===== src/rtl/skb_pkg.sv =====
package skb_pkg;
    typedef enum logic [1:0] {
        S_IDLE   = 2'd0,
        S_STREAM = 2'd1,
        S_DRAIN  = 2'd2
    } rd_state_t;
endpackage


===== src/rtl/skb_ctrl.sv =====
module skb_ctrl
    import skb_pkg::*;
#(
    parameter int LANES = 4,
    parameter int DEPTH = 16
) (
    input  logic                       clk,
    input  logic                       rst,
    input  logic                       start,
    input  logic [$clog2(DEPTH)-1:0]   base,
    input  logic [$clog2(DEPTH):0]     count,
    input  logic                       transpose,
    output logic                       issue,
    output logic [$clog2(DEPTH)-1:0]   issue_base,
    output logic [$clog2(DEPTH):0]     issue_step,
    output logic                       issue_tr,
    output logic                       busy,
    output logic                       done
);
    localparam int AW = $clog2(DEPTH);
    localparam int CW = AW + 1;
    localparam int LW = $clog2(LANES) + 1;

    rd_state_t      state_q, state_d;
    logic [AW-1:0]  base_q;
    logic [CW-1:0]  cnt_q, step_q;
    logic [LW-1:0]  dcnt_q;
    logic           tr_q, done_q;
    logic [CW-1:0]  eff_cnt;
    logic           accept;

    // transposed reads cover at most one square block
    assign eff_cnt = (transpose && (count > CW'(LANES))) ? CW'(LANES) : count;
    assign accept  = start && (count != '0);

    always_comb begin
        state_d = state_q;
        unique case (state_q)
            S_IDLE:   if (accept) state_d = S_STREAM;
            S_STREAM: if (step_q == cnt_q - CW'(1)) state_d = S_DRAIN;
            S_DRAIN:  if (dcnt_q == LW'(LANES - 1)) state_d = S_IDLE;
            default:  state_d = S_IDLE;
        endcase
    end

    always_ff @(posedge clk or posedge rst) begin
        if (rst) begin
            state_q <= S_IDLE;
            base_q  <= '0;
            cnt_q   <= '0;
            step_q  <= '0;
            dcnt_q  <= '0;
            tr_q    <= 1'b0;
            done_q  <= 1'b0;
        end else begin
            state_q <= state_d;
            done_q  <= (state_q == S_DRAIN) && (state_d == S_IDLE);
            unique case (state_q)
                S_IDLE: if (accept) begin
                    base_q <= base;
                    cnt_q  <= eff_cnt;
                    tr_q   <= transpose;
                    step_q <= '0;
                end
                S_STREAM: begin
                    step_q <= step_q + CW'(1);
                    dcnt_q <= '0;
                end
                S_DRAIN:  dcnt_q <= dcnt_q + LW'(1);
                default:  ;
            endcase
        end
    end

    always_comb begin
        issue      = (state_q == S_STREAM);
        issue_base = base_q;
        issue_step = step_q;
        issue_tr   = tr_q;
        busy       = (state_q != S_IDLE);
        done       = done_q;
    end

    AST_DONE_PULSE: assert property (@(posedge clk) disable iff (rst)
        done |=> !done);
    AST_DONE_IDLE: assert property (@(posedge clk) disable iff (rst)
        done |-> !busy);
    AST_ZERO_COUNT: assert property (@(posedge clk) disable iff (rst)
        (!busy && start && count == '0) |=> !busy);
endmodule


===== src/rtl/skb_store.sv =====
module skb_store #(
    parameter int LANES = 4,
    parameter int DW    = 16,
    parameter int DEPTH = 16
) (
    input  logic                       clk,
    input  logic                       rst,
    input  logic                       wr_en,
    input  logic [$clog2(DEPTH)-1:0]   wr_row,
    input  logic [LANES*DW-1:0]        wr_data,
    input  logic                       issue,
    input  logic [$clog2(DEPTH)-1:0]   base,
    input  logic [$clog2(DEPTH):0]     step,
    input  logic                       tr,
    output logic [LANES*DW-1:0]        row_data,
    output logic                       row_valid
);
    localparam int AW = $clog2(DEPTH);
    localparam int LW = (LANES > 1) ? $clog2(LANES) : 1;

    logic [DW-1:0]       mem_q [DEPTH][LANES];
    logic [LANES*DW-1:0] gather;
    logic [AW-1:0]       rsel;
    logic [LW-1:0]       csel;

    // storage: the read below sees pre-write contents in a colliding cycle
    always_ff @(posedge clk or posedge rst) begin
        if (rst) begin
            for (int r = 0; r < DEPTH; r++)
                for (int k = 0; k < LANES; k++)
                    mem_q[r][k] <= '0;
        end else if (wr_en) begin
            for (int k = 0; k < LANES; k++)
                mem_q[wr_row][k] <= wr_data[k*DW +: DW];
        end
    end

    // plain: row base+step, word k; transposed: row base+k, word step
    always_comb begin
        gather = '0;
        rsel   = '0;
        csel   = '0;
        for (int k = 0; k < LANES; k++) begin
            rsel = tr ? (base + AW'(k)) : (base + step[AW-1:0]);
            csel = tr ? step[LW-1:0] : LW'(k);
            gather[k*DW +: DW] = mem_q[rsel][csel];
        end
    end

    always_ff @(posedge clk or posedge rst) begin
        if (rst) begin
            row_data  <= '0;
            row_valid <= 1'b0;
        end else begin
            row_data  <= issue ? gather : '0;
            row_valid <= issue;
        end
    end
endmodule


===== src/rtl/skb_skew.sv =====
module skb_skew #(
    parameter int LANES = 4,
    parameter int DW    = 16
) (
    input  logic                  clk,
    input  logic                  rst,
    input  logic [LANES*DW-1:0]   row_data,
    input  logic                  row_valid,
    output logic [LANES*DW-1:0]   lane_data,
    output logic [LANES-1:0]      lane_valid
);
    for (genvar k = 0; k < LANES; k++) begin : g_lane
        if (k == 0) begin : g_direct
            assign lane_data[DW-1:0] = row_data[DW-1:0];
            assign lane_valid[0]     = row_valid;
        end else begin : g_delay
            logic [DW-1:0] dq [k];
            logic          vq [k];
            always_ff @(posedge clk or posedge rst) begin
                if (rst) begin
                    for (int j = 0; j < k; j++) begin
                        dq[j] <= '0;
                        vq[j] <= 1'b0;
                    end
                end else begin
                    dq[0] <= row_data[k*DW +: DW];
                    vq[0] <= row_valid;
                    for (int j = 1; j < k; j++) begin
                        dq[j] <= dq[j-1];
                        vq[j] <= vq[j-1];
                    end
                end
            end
            assign lane_data[k*DW +: DW] = dq[k-1];
            assign lane_valid[k]         = vq[k-1];
        end

        AST_IDLE_ZERO: assert property (@(posedge clk) disable iff (rst)
            !lane_valid[k] |-> (lane_data[k*DW +: DW] == '0));
    end
endmodule


===== src/rtl/skew_rd_buf.sv =====
module skew_rd_buf #(
    parameter int LANES = 4,
    parameter int DW    = 16,
    parameter int DEPTH = 16
) (
    input  logic                       clk,
    input  logic                       rst,
    input  logic                       wr_en,
    input  logic [$clog2(DEPTH)-1:0]   wr_row,
    input  logic [LANES*DW-1:0]        wr_data,
    input  logic                       rd_start,
    input  logic [$clog2(DEPTH)-1:0]   rd_base,
    input  logic [$clog2(DEPTH):0]     rd_count,
    input  logic                       rd_transpose,
    output logic                       busy,
    output logic                       done,
    output logic [LANES*DW-1:0]        lane_data,
    output logic [LANES-1:0]           lane_valid
);
    localparam int AW = $clog2(DEPTH);
    localparam int CW = AW + 1;

    logic                issue, issue_tr, row_valid;
    logic [AW-1:0]       issue_base;
    logic [CW-1:0]       issue_step;
    logic [LANES*DW-1:0] row_data;

    skb_ctrl #(.LANES(LANES), .DEPTH(DEPTH)) u_ctrl (
        .clk(clk), .rst(rst), .start(rd_start), .base(rd_base),
        .count(rd_count), .transpose(rd_transpose), .issue(issue),
        .issue_base(issue_base), .issue_step(issue_step),
        .issue_tr(issue_tr), .busy(busy), .done(done)
    );

    skb_store #(.LANES(LANES), .DW(DW), .DEPTH(DEPTH)) u_store (
        .clk(clk), .rst(rst), .wr_en(wr_en), .wr_row(wr_row),
        .wr_data(wr_data), .issue(issue), .base(issue_base),
        .step(issue_step), .tr(issue_tr), .row_data(row_data),
        .row_valid(row_valid)
    );

    skb_skew #(.LANES(LANES), .DW(DW)) u_skew (
        .clk(clk), .rst(rst), .row_data(row_data), .row_valid(row_valid),
        .lane_data(lane_data), .lane_valid(lane_valid)
    );

    AST_LANE0_LEADS: assert property (@(posedge clk) disable iff (rst)
        $rose(busy) |=> lane_valid[0]);
    AST_VALID_IN_BUSY: assert property (@(posedge clk) disable iff (rst)
        (|lane_valid) |-> busy);
    AST_LAST_LANE_DONE: assert property (@(posedge clk) disable iff (rst)
        $fell(lane_valid[LANES-1]) |-> done);
endmodule


===== config.mk =====
export PLATFORM = sky130hd
export DESIGN_NAME = skew_rd_buf
export DESIGN_NICKNAME = d
export VERILOG_FILES = /design/src/rtl/skb_pkg.sv /design/src/rtl/skb_ctrl.sv /design/src/rtl/skb_store.sv /design/src/rtl/skb_skew.sv /design/src/rtl/skew_rd_buf.sv
export SDC_FILE = /design/constraint.sdc
export NUM_CORES = 2
export LEC_CHECK = 0
export ABC_CLOCK_PERIOD_IN_PS = 102000
export BUFFER_PORTS_ARGS = -buffer_cell sky130_fd_sc_hd__buf_2
export CAP_MARGIN = 20
export CORE_ASPECT_RATIO = 1.25
export CORE_UTILIZATION = 46
export DETAILED_ROUTE_END_ITERATION = 7
export PLACE_DENSITY_LB_ADDON = 0.05
export SYNTH_ARGS = -nofsm -noshare
export SYNTH_HDL_FRONTEND = slang
export SYNTH_HIERARCHICAL = 1
export SYNTH_SLANG_ARGS = --single-unit
export TNS_END_PERCENT = 100

===== constraint.sdc =====
create_clock -name clk -period 102 [get_ports clk]
set_input_delay 5.1 -clock clk [delete_from_list [all_inputs] [get_ports clk]]
set_output_delay 5.1 -clock clk [all_outputs]
set_load 0.01 [all_outputs]

-- Yosys cells after proc, flatten, opt, wreduce, memory -nomap -nowiden
Index checks and enable logic that the tools add are counted.
- input bits: 82
- word-level logic and storage cells: 179
- bits in registers: 1209
- output and inout port bits: 70
- bitwise logic cells: 9
- $lt $le $gt $ge: 11
- reductions and logical operators: 12
- add/subtract/negate cells: 7
- equality and inequality tests: 5
- muxes and demuxes: 53
- operators with widths (kind ; number):
    1024-bit bitwise mux ; 4
    64-bit binary-select mux with 4-bit select ; 4
    64-bit demux with 4-bit select ; 4
    64-bit two-way mux ; 10
    16-bit two-way mux ; 9
    16-bit binary-select mux with 2-bit select ; 4
    48-bit two-way mux ; 1
    32-bit two-way mux ; 1
    5-bit greater-or-equal comparator, second input constant ; 5
    4-bit inverter with 5-bit output ; 5
    4-bit two-way mux ; 4
    2-bit two-way mux ; 7
    3-bit greater-or-equal comparator, second input constant ; 4
    2-bit inverter with 3-bit output ; 4
    5-bit two-way mux ; 2
    5-bit one-hot mux with 2 select lines ; 1
    4-bit by 2-bit adder with 4-bit output, second input constant ; 2
    2-bit one-hot mux with 3 select lines ; 1
    3-bit one-hot mux with 2 select lines ; 1
    2-bit nonzero test ; 3
    5-bit by 1-bit adder with 5-bit output, second input constant ; 1
    5-bit == test ; 1
    5-bit by 3-bit > comparator with 1-bit output, second input constant ; 1
    5-bit by 1-bit less-than comparator with 1-bit output, second input constant ; 1
    other kinds (12) ; 17

-- Depth between registers and ports, before layout
- depth after elaboration: 10
- gate-level depth with buffers: 13
- mapped depth without buffers: 9

-- Modules after synthesis
Netlist, hierarchy kept.
- modules (own cells, without submodules) (module ; cells an instance ; instances ; area each (um^2)):
    skb_store ; 7162 ; 1 ; 74051.0
    skb_skew ; 150 ; 1 ; 2856.5
    skb_ctrl ; 116 ; 1 ; 1207.4

-- Least setup slack after synthesis
OpenSTA, ideal clock, no wires.
- path type: input port to flip-flop
- start: input port wr_row[0]
- end: register u_store/mem_q[192] (netlist name)
- slack: 95266 ps
- data required time: 101875 ps
- arrival: 6609 ps
- setup time: 125 ps
- path buffers: 2
- stages: 5
- cell sequence: nor3b_1 and3_1 clkbuf_1 clkbuf_1 mux2_2
- longest elaborated chain between the ends: 6
- elaborated cells between the ends (all ways): 13
- those cells by class: 2 x order compare; 9 x mux; 1 x bitwise; 1 x reduce/logical
- ends and longest elaborated chain (element ; RTL line ; source):
    start, declared ; skew_rd_buf.sv:9 ; input logic [$clog2(DEPTH)-1:0] wr_row,
    4-bit inverter with 5-bit output (implied by the code) (*) ; skb_store.sv:34 ; mem_q[wr_row][k] <= wr_data[k*DW +: DW];
    5-bit greater-or-equal comparator (implied by the code) (tied with other cells) ; skb_store.sv:34 ;
    1-bit logical AND (implied by the code) or 1024-bit bitwise mux (tied branches) ; skb_store.sv:34 ;
    16-bit two-way mux (implied by the code) or 1024-bit bitwise mux (tied branches) ; skb_store.sv:34 ;
    64-bit demux with 4-bit select or 1024-bit bitwise mux (tied branches) ; skb_store.sv:34 ;
    1024-bit bitwise mux (*) ; skb_store.sv:34 ;
    end signal, assigned by index ; skb_store.sv:34 ;
    end, declared ; skb_store.sv:21 ; logic [DW-1:0] mem_q [DEPTH][LANES];
Every way passes the cells marked *; elsewhere a longest branch is shown, timed or not.
A chain may end at the register's enable or synchronous reset.

-- Worst setup path after layout
- start: input port wr_row[0]
- end: register u_store/mem_q[715] (netlist name)
Same word-level chain as after synthesis.

==> impl_metrics.json <==
{
  "status": "finished clean",
  "routedWlPerCell_um": 35.60,
  "seq_area_frac_synth_pct": 38.73,
  "drc_errors": 0,
  "synth_seq_cells": 1209,
  "route.vias.total": 66624,
  "grt_overflow": 0,
  "syn_to_final_growth_pct": 9.205,
  "synth_edf_count": 0,
  "cts.sinks": 1209,
  "drtAntennaViolNets": 0,
  "worstSetupEndpointType": "flip-flop",
  "stdcell_count": 9499,
  "rrSetupSlack_ns": 95.39,
  "skew_ns": 0.04580,
  "io-pin-count": 152,
  "grt_pass1_wl_um": 482000,
  "cts_resized": 0,
  "drive_above_1_share_pct": 27.47,
  "synth_largest_area_cell": "dfrtp_1",
  "gp_congestion": 0.9051,
  "cts_made_buffers": 141,
  "insertion_delay_ns": 0.82,
  "initial_core_util_pct": 46.45,
  "min_to": "u_skew/g_lane[1].g_delay.dq[15]",
  "fin_crit_sh_pct": 7.716,
  "post-route-min-period_ns": 7.871,
  "worst_pin_slew_ns": 1.277,
  "ys_async_sr_fraction_pct": 100.0,
  "syn_inst": 7428,
  "die_w_um": 370.6,
  "setup_tns_ns": 0,
  "syn_area_per_cell_sq_um": 10.52,
  "r2r_end": "u_store/row_data[49]",
  "clkSlewWorstSetupHoldPaths_ns": 0.06,
  "grtUsageTotal_pct": 38.95,
  "cp-start-kind": "primary input",
  "cts_tree": "built",
  "drt_iter0_markers": 8402,
  "ys_top_cells_by_area": "dfrtp_1, mux2_2, mux2i_1, mux4_2, nand2_1",
  "ys_types": 68,
  "synthesis.area_sq_um": 78110,
  "yosysMostFrequentCell": "nand2_1",
  "die_height_um": 462.7,
  "hold_class": "flip-flop to flip-flop",
  "clockRootBuffer": "clkbuf_16",
  "drt_wl_total_um": 338100,
  "post_cts_buffers": 0,
  "r2r-start": "u_ctrl/issue_tr",
  "crit_path_max_fanout": 31,
  "viasPerCell": 7.014,
  "arrival_ns": 8.53,
  "grt_pass1_vias": 63535,
  "setup_viol": 0,
  "holdBufCountCts": 0,
  "drv_cap": 0,
  "rr_worst_depth": 12,
  "yosys_warnings": 6,
  "num_rows": 168,
  "min_path_cells": 0,
  "crit_required_ns": 102.66,
  "hold_viol": 0,
  "htreeDepth": 4,
  "io_buffers": 151,
  "synth_common_cells": "nand2_1, dfrtp_1, mux2_2",
  "slew_viol_final": 0,
  "antenna_found_initial": 57,
  "clk_path_buf_depth": 3,
  "timing.slew.headroom_pct": 14.86,
  "hp-start": "u_store/row_data[31]",
  "place_inst": 9207,
  "grt_max_degree": 149,
  "fmax_ghz": 0.1271,
  "synthFlopType": "dfrtp_1",
  "die-area_sq_um": 171500,
  "nNetsFinal": 7240,
  "rsz0062_at_grt": "no",
  "coreArea_sq_um": 168200,
  "synth_largest_type_area_fraction_pct": 38.73,
  "dp_hpwl_um": 203100,
  "synth_nets": 7526,
  "worstSetupPathType": "primary input to flip-flop",
  "drtPass1Iterations": 6
}
worst max-delay path by stage:
stage / slack [ns] / start / depth (start not counted) / to
floorplan: 66.24 / rst / 1 / u_store/mem_q[0]
global placement: 93.24 / rst / 5 / u_store/mem_q[119]
detailed placement: 93.21 / rst / 5 / u_store/mem_q[119]
CTS: 94.10 / rst / 5 / u_store/mem_q[953]
global route: 93.72 / rst / 5 / u_store/mem_q[705]
finish: 94.13 / wr_row[0] / 6 / u_store/mem_q[715]
cell type report:
cell class                 instances  area [sq um]
antenna                           37         92.59
clock buffer                     197          4135
clock inverter                    56         764.5
fill                           15220         82860
inverter                          20         90.09
multi-input combinational       5439         44890
sequential                      1209         30260
tap                             2210          2765
timing repair buffer             331          2315
through the flow:
step / utilization [%] / cell area [sq um] / worst slack [ns] / hold WS (ns)
floorplan: - / 78110 / 66.24 / 0.3312
global placement: 47.74 / 80280 / 93.24 / 0.3317
detailed placement: 47.74 / 80280 / 93.21 / 0.3347
CTS: 50.65 / 85180 / 94.10 / 0.3411
global route: 50.71 / 85280 / 93.72 / 0.3497
finish: 50.73 / 85310 / 94.13 / 0.3382
state kept, by name (all words and copies together), names as in the netlist:
signal                    flops
u_ctrl/issue_tr               1
u_ctrl/dcnt_q                 3
u_skew/g_lane.g_delay.vq      1
u_store/row_valid             1
u_skew/lane_data             32
u_store/mem_q              1024
u_ctrl/cnt_q                  5
u_ctrl/done                   1
u_ctrl/state_q                2
u_skew/lane_valid             2
u_ctrl/issue_base             4
u_store/row_data             64
u_skew/g_lane.g_delay.dq     64
u_ctrl/issue_step             5
critical path: stages:
cell      delay, ns
buf_2          0.12
nor3b_1        0.70
nand3b_1       0.96
buf_4          0.67
buf_4          0.49
mux2_2         0.35
layer usage:
metal	track usage [%]	up-vias	wire (um)
met3	9.576	1189	36170
met5	0	-	190
met1	51.04	34159	129000
met2	57.94	4277	149500
li1	-	26967	-
met4	23.57	32	23290
placed cells by master (no fill, tap or decap), types with 66 or more instances in the layout:
cell type	synthesis	layout
mux4_2	302	302
buf_2	220	151
nand3_1	555	554
mux2_2	1052	1050
a311oi_1	97	97
clkbuf_16	0	146
dfrtp_1	1209	1208
and3_1	84	82
a21oi_1	76	71
a22oi_1	222	222
buf_4	85	163
a311o_1	66	66
nand4_1	84	84
nand2_1	1484	1475
mux2i_1	833	829
kinds of logic (layout without fill, tap and decap cells):
logic type,Yosys count,count (layout),synth area share (%)
flip-flops,1209,1209,38.73
XOR/XNOR,13,13,0.1554
AND/OR/NAND/NOR,2345,2345,13.02
AO/OA/AOI/OAI,874,874,8.696
multiplexers,2191,2191,34.61
adder cells (fa/ha/maj),16,16,0.2659
other,0,37,0
buffers and inverters,780,604,4.522
Power is left out: the tool's default activity adds up to more than one toggle a clock period on the data nets, which glitch-free logic cannot reach.
